### config.mk
export PLATFORM = sky130hd
export DESIGN_NAME = pa2ra_xlate
export DESIGN_NICKNAME = d
export VERILOG_FILES = /design/src/rtl/pa2ra_pkg.sv /design/src/rtl/pa2ra_insert.sv /design/src/rtl/pa2ra_m3solve.sv /design/src/rtl/pa2ra_msbplace.sv /design/src/rtl/pa2ra_xlate.sv
export SDC_FILE = /design/constraint.sdc
export NUM_CORES = 1
export LEC_CHECK = 0
export ABC_AREA = 1
export BUFFER_PORTS_ARGS = -buffer_cell sky130_fd_sc_hd__buf_2
export CAP_MARGIN = 5
export CELL_PAD_IN_SITES_DETAIL_PLACEMENT = 0
export CELL_PAD_IN_SITES_GLOBAL_PLACEMENT = 1
export CORE_ASPECT_RATIO = 1.5
export CORE_UTILIZATION = 35
export CTS_BUF_LIST = sky130_fd_sc_hd__clkbuf_4 sky130_fd_sc_hd__clkbuf_8
export DETAILED_ROUTE_END_ITERATION = 16
export HOLD_SLACK_MARGIN = 0.15
export PLACE_DENSITY = 0.83
export SKIP_CTS_REPAIR_TIMING = 1
export SLEW_MARGIN = 20
export SYNTH_ARGS = -nofsm -noshare
export SYNTH_HDL_FRONTEND = slang
export SYNTH_SLANG_ARGS = --single-unit
### constraint.sdc
create_clock -name clk -period 14.49 [get_ports clk]
set_clock_uncertainty 0.1 [all_clocks]
set_input_delay 2.1735 -clock clk [delete_from_list [all_inputs] [get_ports clk]]
set_output_delay 2.1735 -clock clk [all_outputs]
set_load 0.02 [all_outputs]
### src/rtl/pa2ra_pkg.sv
package pa2ra_pkg;

  typedef enum logic [2:0] {
    CM_PASS = 3'd0,
    CM_INS  = 3'd1,
    CM_M3   = 3'd2,
    CM_M6   = 3'd3,
    CM_BAD  = 3'd4
  } chan_mode_e;

  // one-hot residue code: residue 0 -> 100, 1 -> 010, 2 -> 001
  function automatic logic [2:0] res_code(input logic [2:0] v);
    case (v)
      3'd0, 3'd3, 3'd6: res_code = 3'b100;
      3'd1, 3'd4, 3'd7: res_code = 3'b010;
      default:          res_code = 3'b001;
    endcase
  endfunction

  function automatic logic [2:0] rot_r(input logic [2:0] c, input logic [1:0] n);
    logic [2:0] t;
    t = c;
    for (int i = 0; i < 3; i++)
      if (i < int'(n)) t = {t[0], t[2:1]};
    rot_r = t;
  endfunction

  function automatic logic [2:0] rot_l(input logic [2:0] c, input logic [1:0] n);
    logic [2:0] t;
    t = c;
    for (int i = 0; i < 3; i++)
      if (i < int'(n)) t = {t[1:0], t[2]};
    rot_l = t;
  endfunction

endpackage

### src/rtl/pa2ra_insert.sv
module pa2ra_insert
  import pa2ra_pkg::*;
#(
  parameter int PA_W  = 40,
  parameter int OFF_W = 7,
  parameter int GID_W = 3,
  parameter int RA_W  = 43
) (
  input  logic [PA_W-1:0]  pa,
  input  logic [GID_W-1:0] gid,
  input  logic [3:0]       chnls,
  output logic [RA_W-1:0]  ins_addr,
  output chan_mode_e       mode
);
  localparam int NCAND = GID_W + 1;

  logic [RA_W-1:0] cand [NCAND];
  logic [1:0]      n_ins;

  genvar n;
  generate
    for (n = 0; n < NCAND; n++) begin : g_cand
      localparam logic [GID_W-1:0] GMASK = GID_W'((1 << n) - 1);
      assign cand[n] = (RA_W'(pa[PA_W-1:OFF_W]) << (OFF_W + n))
                     | (RA_W'(gid & GMASK) << OFF_W)
                     | RA_W'(pa[OFF_W-1:0]);
    end
  endgenerate

  always_comb begin
    n_ins = 2'd0;
    mode  = CM_PASS;
    case (chnls)
      4'd1:    begin n_ins = 2'd0; mode = CM_PASS; end
      4'd2:    begin n_ins = 2'd1; mode = CM_INS;  end
      4'd4:    begin n_ins = 2'd2; mode = CM_INS;  end
      4'd8:    begin n_ins = 2'd3; mode = CM_INS;  end
      4'd3:    begin n_ins = 2'd0; mode = CM_M3;   end
      4'd6:    begin n_ins = 2'd1; mode = CM_M6;   end
      default: begin n_ins = 2'd0; mode = CM_BAD;  end
    endcase
    ins_addr = cand[n_ins];
  end

endmodule

### src/rtl/pa2ra_m3solve.sv
module pa2ra_m3solve
  import pa2ra_pkg::*;
#(
  parameter int RA_W    = 43,
  parameter int GID_W   = 3,
  parameter int SEL_LO  = 7,
  parameter int HASH_LO = 15
) (
  input  logic [RA_W-1:0]  ra,
  input  logic [GID_W-1:0] gid,
  input  logic             six_ch,
  output logic [1:0]       msb_val,
  output logic [2:0]       match,
  output logic             no_match
);
  logic [2:0]       h0, h1, h2, tgt;
  logic [GID_W-1:0] g_use;
  logic [1:0]       s_use;
  logic [2:0]       step [3];

  always_comb begin
    h0    = res_code({1'b0, ra[HASH_LO+1:HASH_LO]});
    h1    = rot_r(h0, ra[HASH_LO+3:HASH_LO+2]);
    h2    = rot_r(h1, ra[HASH_LO+5:HASH_LO+4]);
    g_use = six_ch ? (gid & ~GID_W'(1)) : gid;
    s_use = six_ch ? {ra[SEL_LO+1], 1'b0} : ra[SEL_LO+1:SEL_LO];
    tgt   = rot_l(res_code(g_use), s_use);
  end

  genvar k;
  generate
    for (k = 0; k < 3; k++) begin : g_step
      assign step[k]  = rot_l(tgt, 2'(k));
      assign match[k] = (step[k] == h2);
    end
  endgenerate

  always_comb begin
    no_match = ~|match;
    if (match[0])      msb_val = 2'd0;
    else if (match[1]) msb_val = 2'd1;
    else if (match[2]) msb_val = 2'd2;
    else               msb_val = 2'd0;
  end

  always_comb begin
    AST_ONE_ROTATION: assert ($countones(match) == 1);
  end

endmodule

### src/rtl/pa2ra_msbplace.sv
module pa2ra_msbplace #(
  parameter int RA_W     = 43,
  parameter int GSZ_W    = 11,
  parameter int MSB_BASE = 30
) (
  input  logic [GSZ_W-1:0] gsize,
  input  logic [1:0]       msb_val,
  output logic [RA_W-1:0]  msb_field
);
  localparam int PC_W = $clog2(GSZ_W + 1);

  logic [PC_W-1:0] pc;
  int              sh;

  always_comb begin
    pc = '0;
    for (int i = 0; i < GSZ_W; i++) pc = pc + PC_W'(gsize[i]);
    sh        = MSB_BASE + int'(pc);
    msb_field = RA_W'(msb_val) << sh;
  end

  always_comb begin
    AST_MSB_WIDTH: assert ($countones(msb_field) <= 2);
  end

endmodule

### src/rtl/pa2ra_xlate.sv
module pa2ra_xlate
  import pa2ra_pkg::*;
#(
  parameter int PA_W     = 40,
  parameter int OFF_W    = 7,
  parameter int GID_W    = 3,
  parameter int GSZ_W    = 11,
  parameter int MSB_BASE = 30,
  parameter int HASH_LO  = 15,
  parameter int RA_W     = PA_W + GID_W
) (
  input  logic             clk,
  input  logic             rst_n,
  input  logic             in_valid,
  input  logic [PA_W-1:0]  in_port_addr,
  input  logic [GID_W-1:0] in_grp_id,
  input  logic [GSZ_W-1:0] in_grp_size,
  input  logic [3:0]       in_chnls,
  output logic             out_valid,
  output logic [RA_W-1:0]  out_sys_addr,
  output logic             out_cfg_bad,
  output logic             out_hash_err
);
  chan_mode_e      mode;
  logic [RA_W-1:0] ins_addr, msb_field, nxt_addr;
  logic [1:0]      msb_val;
  logic [2:0]      match;
  logic            no_match, hash_mode, nxt_err;

  pa2ra_insert #(.PA_W(PA_W), .OFF_W(OFF_W), .GID_W(GID_W), .RA_W(RA_W)) u_ins (
    .pa(in_port_addr), .gid(in_grp_id), .chnls(in_chnls),
    .ins_addr(ins_addr), .mode(mode)
  );

  pa2ra_m3solve #(.RA_W(RA_W), .GID_W(GID_W), .SEL_LO(OFF_W), .HASH_LO(HASH_LO)) u_solve (
    .ra(ins_addr), .gid(in_grp_id), .six_ch(mode == CM_M6),
    .msb_val(msb_val), .match(match), .no_match(no_match)
  );

  pa2ra_msbplace #(.RA_W(RA_W), .GSZ_W(GSZ_W), .MSB_BASE(MSB_BASE)) u_place (
    .gsize(in_grp_size), .msb_val(msb_val), .msb_field(msb_field)
  );

  always_comb begin
    hash_mode = (mode == CM_M3) || (mode == CM_M6);
    nxt_addr  = hash_mode ? (ins_addr | msb_field) : ins_addr;
    nxt_err   = hash_mode && no_match;
  end

  always_ff @(posedge clk) begin
    if (!rst_n) begin
      out_valid    <= 1'b0;
      out_sys_addr <= '0;
      out_cfg_bad  <= 1'b0;
      out_hash_err <= 1'b0;
    end else begin
      out_valid <= in_valid;
      if (in_valid) begin
        out_sys_addr <= nxt_addr;
        out_cfg_bad  <= (mode == CM_BAD);
        out_hash_err <= nxt_err;
      end
    end
  end

  AST_RESULT_NEXT: assert property (@(posedge clk) disable iff (!rst_n)
    in_valid |=> out_valid);
  AST_ONE_CH_PASS: assert property (@(posedge clk) disable iff (!rst_n)
    (in_valid && in_chnls == 4'd1) |=> out_sys_addr == RA_W'($past(in_port_addr)));
  AST_LINE_OFFSET: assert property (@(posedge clk) disable iff (!rst_n)
    in_valid |=> out_sys_addr[OFF_W-1:0] == $past(in_port_addr[OFF_W-1:0]));
  AST_FOUR_CH_GID: assert property (@(posedge clk) disable iff (!rst_n)
    (in_valid && in_chnls == 4'd4) |=> out_sys_addr[OFF_W+1:OFF_W] == $past(in_grp_id[1:0]));
  AST_BAD_PASS: assert property (@(posedge clk) disable iff (!rst_n)
    (out_valid && out_cfg_bad) |-> out_sys_addr == RA_W'($past(in_port_addr)));
  AST_NO_HASH_ERR: assert property (@(posedge clk) disable iff (!rst_n)
    out_valid |-> !out_hash_err);
  AST_HOLD_IDLE: assert property (@(posedge clk) disable iff (!rst_n)
    !in_valid |=> $stable(out_sys_addr) && $stable(out_cfg_bad));

endmodule

==> results by group <==
Logic synthesis
  – Most area-hungry cell type in the Yosys netlist: sky130_fd_sc_hd__dfxtp_1
  – Post-Syn Nets: 690
  – Number of enable flip-flop cells after synthesis: 0
  – Post-Syn Instances: 614
  – Most frequently used flop master after synthesis: sky130_fd_sc_hd__dfxtp_1
  – Syn avg cell area: 6.50 µm²
  – Synth cell types: 41
  – Sequential area share after synthesis: 0.231
  – Synth warnings: 0
  – Synth async-reset ratio: 0
  – Area share of the largest cell type after synthesis: 0.231
  – Dominant cells by area after synthesis: sky130_fd_sc_hd__dfxtp_1 23%, sky130_fd_sc_hd__nand2_1 8.3%, sky130_fd_sc_hd__nor2_1 8.1%
  – Netlist Area Pre-Place: 3990 µm²
  – Flops & latches, synth: 46

Critical path
  – Setup crit end kind: flip-flop
  – Critical path startpoint: in_grp_size[0]
  – Register-to-register setup slack: 13.61 ns
  – Largest fanout on the critical path: 17
  – Depth of the worst register-to-register path: 2
  – Reg-to-reg critical path startpoint: out_sys_addr[25]$_SDFFE_PN0P_
  – Worst setup SP type: input pin
  – Startpoint-to-endpoint class of the critical path: in2reg
  – Required time worst endpoint: 14.64 ns
  – Capturing instance or port of the critical path: out_sys_addr[40]$_SDFFE_PN0P_
  – Worst reg2reg path endpoint: out_sys_addr[25]$_SDFFE_PN0P_
  – Critical path arrival: 7.22 ns

Place
  – Count of input and output buffers: 106
  – DPL Wire Length: 10,500 µm
  – Worst-case setup slack after placement: 7.16 ns
  – Placed Area: 4590 µm²
  – Placer's final routability congestion estimate: 0.901

Timing
  – Max-slew violations: 0
  – Count of endpoints failing setup in the final report: 0
  – Relative max-transition margin: 0.462
  – Upper clock frequency limit: 0.142 GHz
  – Final total negative setup slack: 0 ns
  – Fin. Hold Viols: 0
  – Final clock period utilization by the worst path: 0.488
  – Setup slack of the critical path after layout: 7.42 ns
  – RSZ-0062 raised after global routing: no
  – Transition time of the tightest slew-check pin: 0.808 ns
  – Minimum period implied by the final worst setup slack: 7.07 ns

Floorplan
  – Die area: 11,800 µm²
  – Area of the core: 11,100 µm²
  – Die width: 89.2 µm
  – Total number of placement rows: 47
  – DIE HEIGHT: 133 µm
  – Effective utilization at floorplan: 0.361
  – Num ports: 107

Pwr
  – Cell Pwr Density: 119 nW/µm²
  – Total power of the final layout: 556 µW
  – Leakage power: 2.30 nW
  – Peak supply drop: 0.0701 mV

Job
  – Maximum Capacitance Violations: 0

Clock tree
  – Number of H-tree levels: 2
  – Clock insertion delay at the later pin of the skew report: 0.31 ns
  – Longest Clk Path Bufs: 2
  – Clock sinks: 46
  – Clock slew seen by the registers of the worst setup and hold paths: 0.10 ns
  – Number of clock buffers inserted by TritonCTS: 5
  – Root buf cell: sky130_fd_sc_hd__clkbuf_8
  – CTS tree: done

Final layout
  – Final #Nets: 777
  – Storage cell area: 921 µm²
  – Post-Route Utilization: 0.423
  – Post-route cell area: 4680 µm²
  – Synth-to-layout area growth: 17.2%
  – Final antenna diode count: 0
  – Multi-input gate area in the final layout: 2660 µm²
  – Final-layout fill cell count: 1,260
  – Most frequent standard cell in the layout excluding fill and tap cells: sky130_fd_sc_hd__buf_2
  – Highest-count cells in the layout ignoring fill and taps: 106 x sky130_fd_sc_hd__buf_2, 88 x sky130_fd_sc_hd__nand2_1, 86 x sky130_fd_sc_hd__nor2_1, 62 x sky130_fd_sc_hd__inv_1, 62 x sky130_fd_sc_hd__o21ai_0
  – Share of cells above drive strength 1: 0.242

Drt
  – Number of DRC markers in iteration 0: 294
  – Drt wl/cell: 15.5 µm
  – Final antenna-violating net count: 0
  – Routed via count: 4,458
  – Final routed DRC violation total: 0
  – Vias per std cell: 5.25
  – Total length of routed wires: 13,100 µm
  – Length of the first detailed-routing pass in iterations: 5

Global route
  – Pin count of the biggest net entering global routing: 52
  – Remaining Overflow, GRT: 0
  – First-pass GRT wire length: 21,000 µm
  – Number of antenna violations at the first check in global routing: 0
  – Number of global-route vias before repair: 4,335
  – Overall global routing resource usage: 0.227

Run status
  – Status: completed

Hold path
  – Instance count along the most critical hold path: 2
  – Class of the worst hold path: reg2reg
Yosys cell counts, types with 2 or more instances:
library cell and count:
sky130_fd_sc_hd__inv_1 62, sky130_fd_sc_hd__o21ai_1 8, sky130_fd_sc_hd__or2_2 4, sky130_fd_sc_hd__dfxtp_1 46, sky130_fd_sc_hd__mux2i_1 15, sky130_fd_sc_hd__nand4_1 27, sky130_fd_sc_hd__xor2_1 2, sky130_fd_sc_hd__clkinv_1 2
sky130_fd_sc_hd__buf_6 2, sky130_fd_sc_hd__clkbuf_1 20, sky130_fd_sc_hd__a21oi_1 27, sky130_fd_sc_hd__o21ai_2 4, sky130_fd_sc_hd__nand3_1 58, sky130_fd_sc_hd__a22o_1 12, sky130_fd_sc_hd__buf_2 3, sky130_fd_sc_hd__nand4_2 3
sky130_fd_sc_hd__nand2_1 88, sky130_fd_sc_hd__nand2_2 12, sky130_fd_sc_hd__and2_1 2, sky130_fd_sc_hd__o21ai_0 62, sky130_fd_sc_hd__nor2_4 2, sky130_fd_sc_hd__nor2_2 2, sky130_fd_sc_hd__buf_1 2, sky130_fd_sc_hd__ha_1 9
sky130_fd_sc_hd__inv_2 11, sky130_fd_sc_hd__nand3_2 6, sky130_fd_sc_hd__a22oi_1 7, sky130_fd_sc_hd__a221oi_1 3, sky130_fd_sc_hd__fa_1 6, sky130_fd_sc_hd__nor2_1 86, sky130_fd_sc_hd__nand3_4 2, sky130_fd_sc_hd__nor3_1 3
sky130_fd_sc_hd__nand2_4 8
metrics by stage:
| stage | hold WS [ns] | std cells |
|---|---|---|
| 6_report | 0.384 | 849 |
| 5_1_grt | 0.422 | 849 |
| 4_1_cts | 0.389 | 849 |
| 3_5_place_dp | 0.374 | 841 |
| 3_3_place_gp | 0.378 | 841 |
| 2_1_floorplan | 0.443 | 614 |
metal layers:
| layer | part of all wire | vias to the layer above | global-route usage |
|---|---|---|---|
| li1 | - | 2231 | - |
| met1 | 0.40 | 2070 | 0.269 |
| met2 | 0.53 | 139 | 0.418 |
| met3 | 0.046 | 18 | 0.0206 |
| met4 | 0.023 | 0 | 0.0688 |
| met5 | 0 | - | 0 |
how the worst min path moves through the flow:
stage	startpoint	to	slack (ns)
finish	out_cfg_bad$_SDFFE_PN0P_	out_cfg_bad$_SDFFE_PN0P_	0.38
global route	out_cfg_bad$_SDFFE_PN0P_	out_cfg_bad$_SDFFE_PN0P_	0.42
CTS	out_cfg_bad$_SDFFE_PN0P_	out_cfg_bad$_SDFFE_PN0P_	0.39
detailed placement	out_cfg_bad$_SDFFE_PN0P_	out_cfg_bad$_SDFFE_PN0P_	0.37
global placement	out_cfg_bad$_SDFFE_PN0P_	out_cfg_bad$_SDFFE_PN0P_	0.38
floorplan	out_cfg_bad$_SDFFE_PN0P_	out_cfg_bad$_SDFFE_PN0P_	0.44
registers in the layout, summed over array words and instances (netlist names):
| signal | cells |
|---|---|
| out_valid | 1 |
| out_cfg_bad | 1 |
| out_sys_addr | 43 |
| out_hash_err | 1 |
critical path: stages:
cell                       delay (ns)
sky130_fd_sc_hd__buf_2           0.10
sky130_fd_sc_hd__ha_1            0.26
sky130_fd_sc_hd__inv_1           0.04
sky130_fd_sc_hd__fa_1            0.47
sky130_fd_sc_hd__inv_1           0.05
sky130_fd_sc_hd__fa_1            0.49
sky130_fd_sc_hd__inv_1           0.05
sky130_fd_sc_hd__fa_1            0.47
sky130_fd_sc_hd__inv_1           0.04
sky130_fd_sc_hd__ha_1            0.20
sky130_fd_sc_hd__fa_1            0.70
sky130_fd_sc_hd__clkinv_1        0.33
sky130_fd_sc_hd__ha_1            0.30
sky130_fd_sc_hd__ha_1            0.65
sky130_fd_sc_hd__inv_1           0.40
sky130_fd_sc_hd__nand2_1         0.22
sky130_fd_sc_hd__nand3_1         0.10
sky130_fd_sc_hd__a21oi_1         0.16
area by class of cell:
class                           instances  area share
Multi-Input combinational cell        465       0.567
Sequential cell                        46       0.197
Timing Repair Buffer                  108       0.117
Inverter                               75      0.0601
Tap cell                              147      0.0393
Clock buffer                            5      0.0147
Clock inverter                          3     0.00535
power breakdown:
part / switching, mW / internal (mW)
registers: 0.00569 / 0.137
clock network: 0.0491 / 0.0349
logic: 0.243 / 0.0876
total: 0.297 / 0.259
cells by family (layout without fill, tap and decap cells):
| family | Yosys count | in the layout | synth area share |
|---|---|---|---|
| AND/OR/NAND/NOR | 303 | 303 | 0.375 |
| AO/OA/AOI/OAI | 129 | 129 | 0.187 |
| buffers and inverters | 103 | 191 | 0.104 |
| flip-flops | 46 | 46 | 0.231 |
| adder cells (fa/ha/maj) | 15 | 15 | 0.0583 |
| multiplexers | 15 | 15 | 0.0376 |
| XOR/XNOR | 3 | 3 | 0.00658 |
Note: power is estimated with default switching activity, not from simulation.
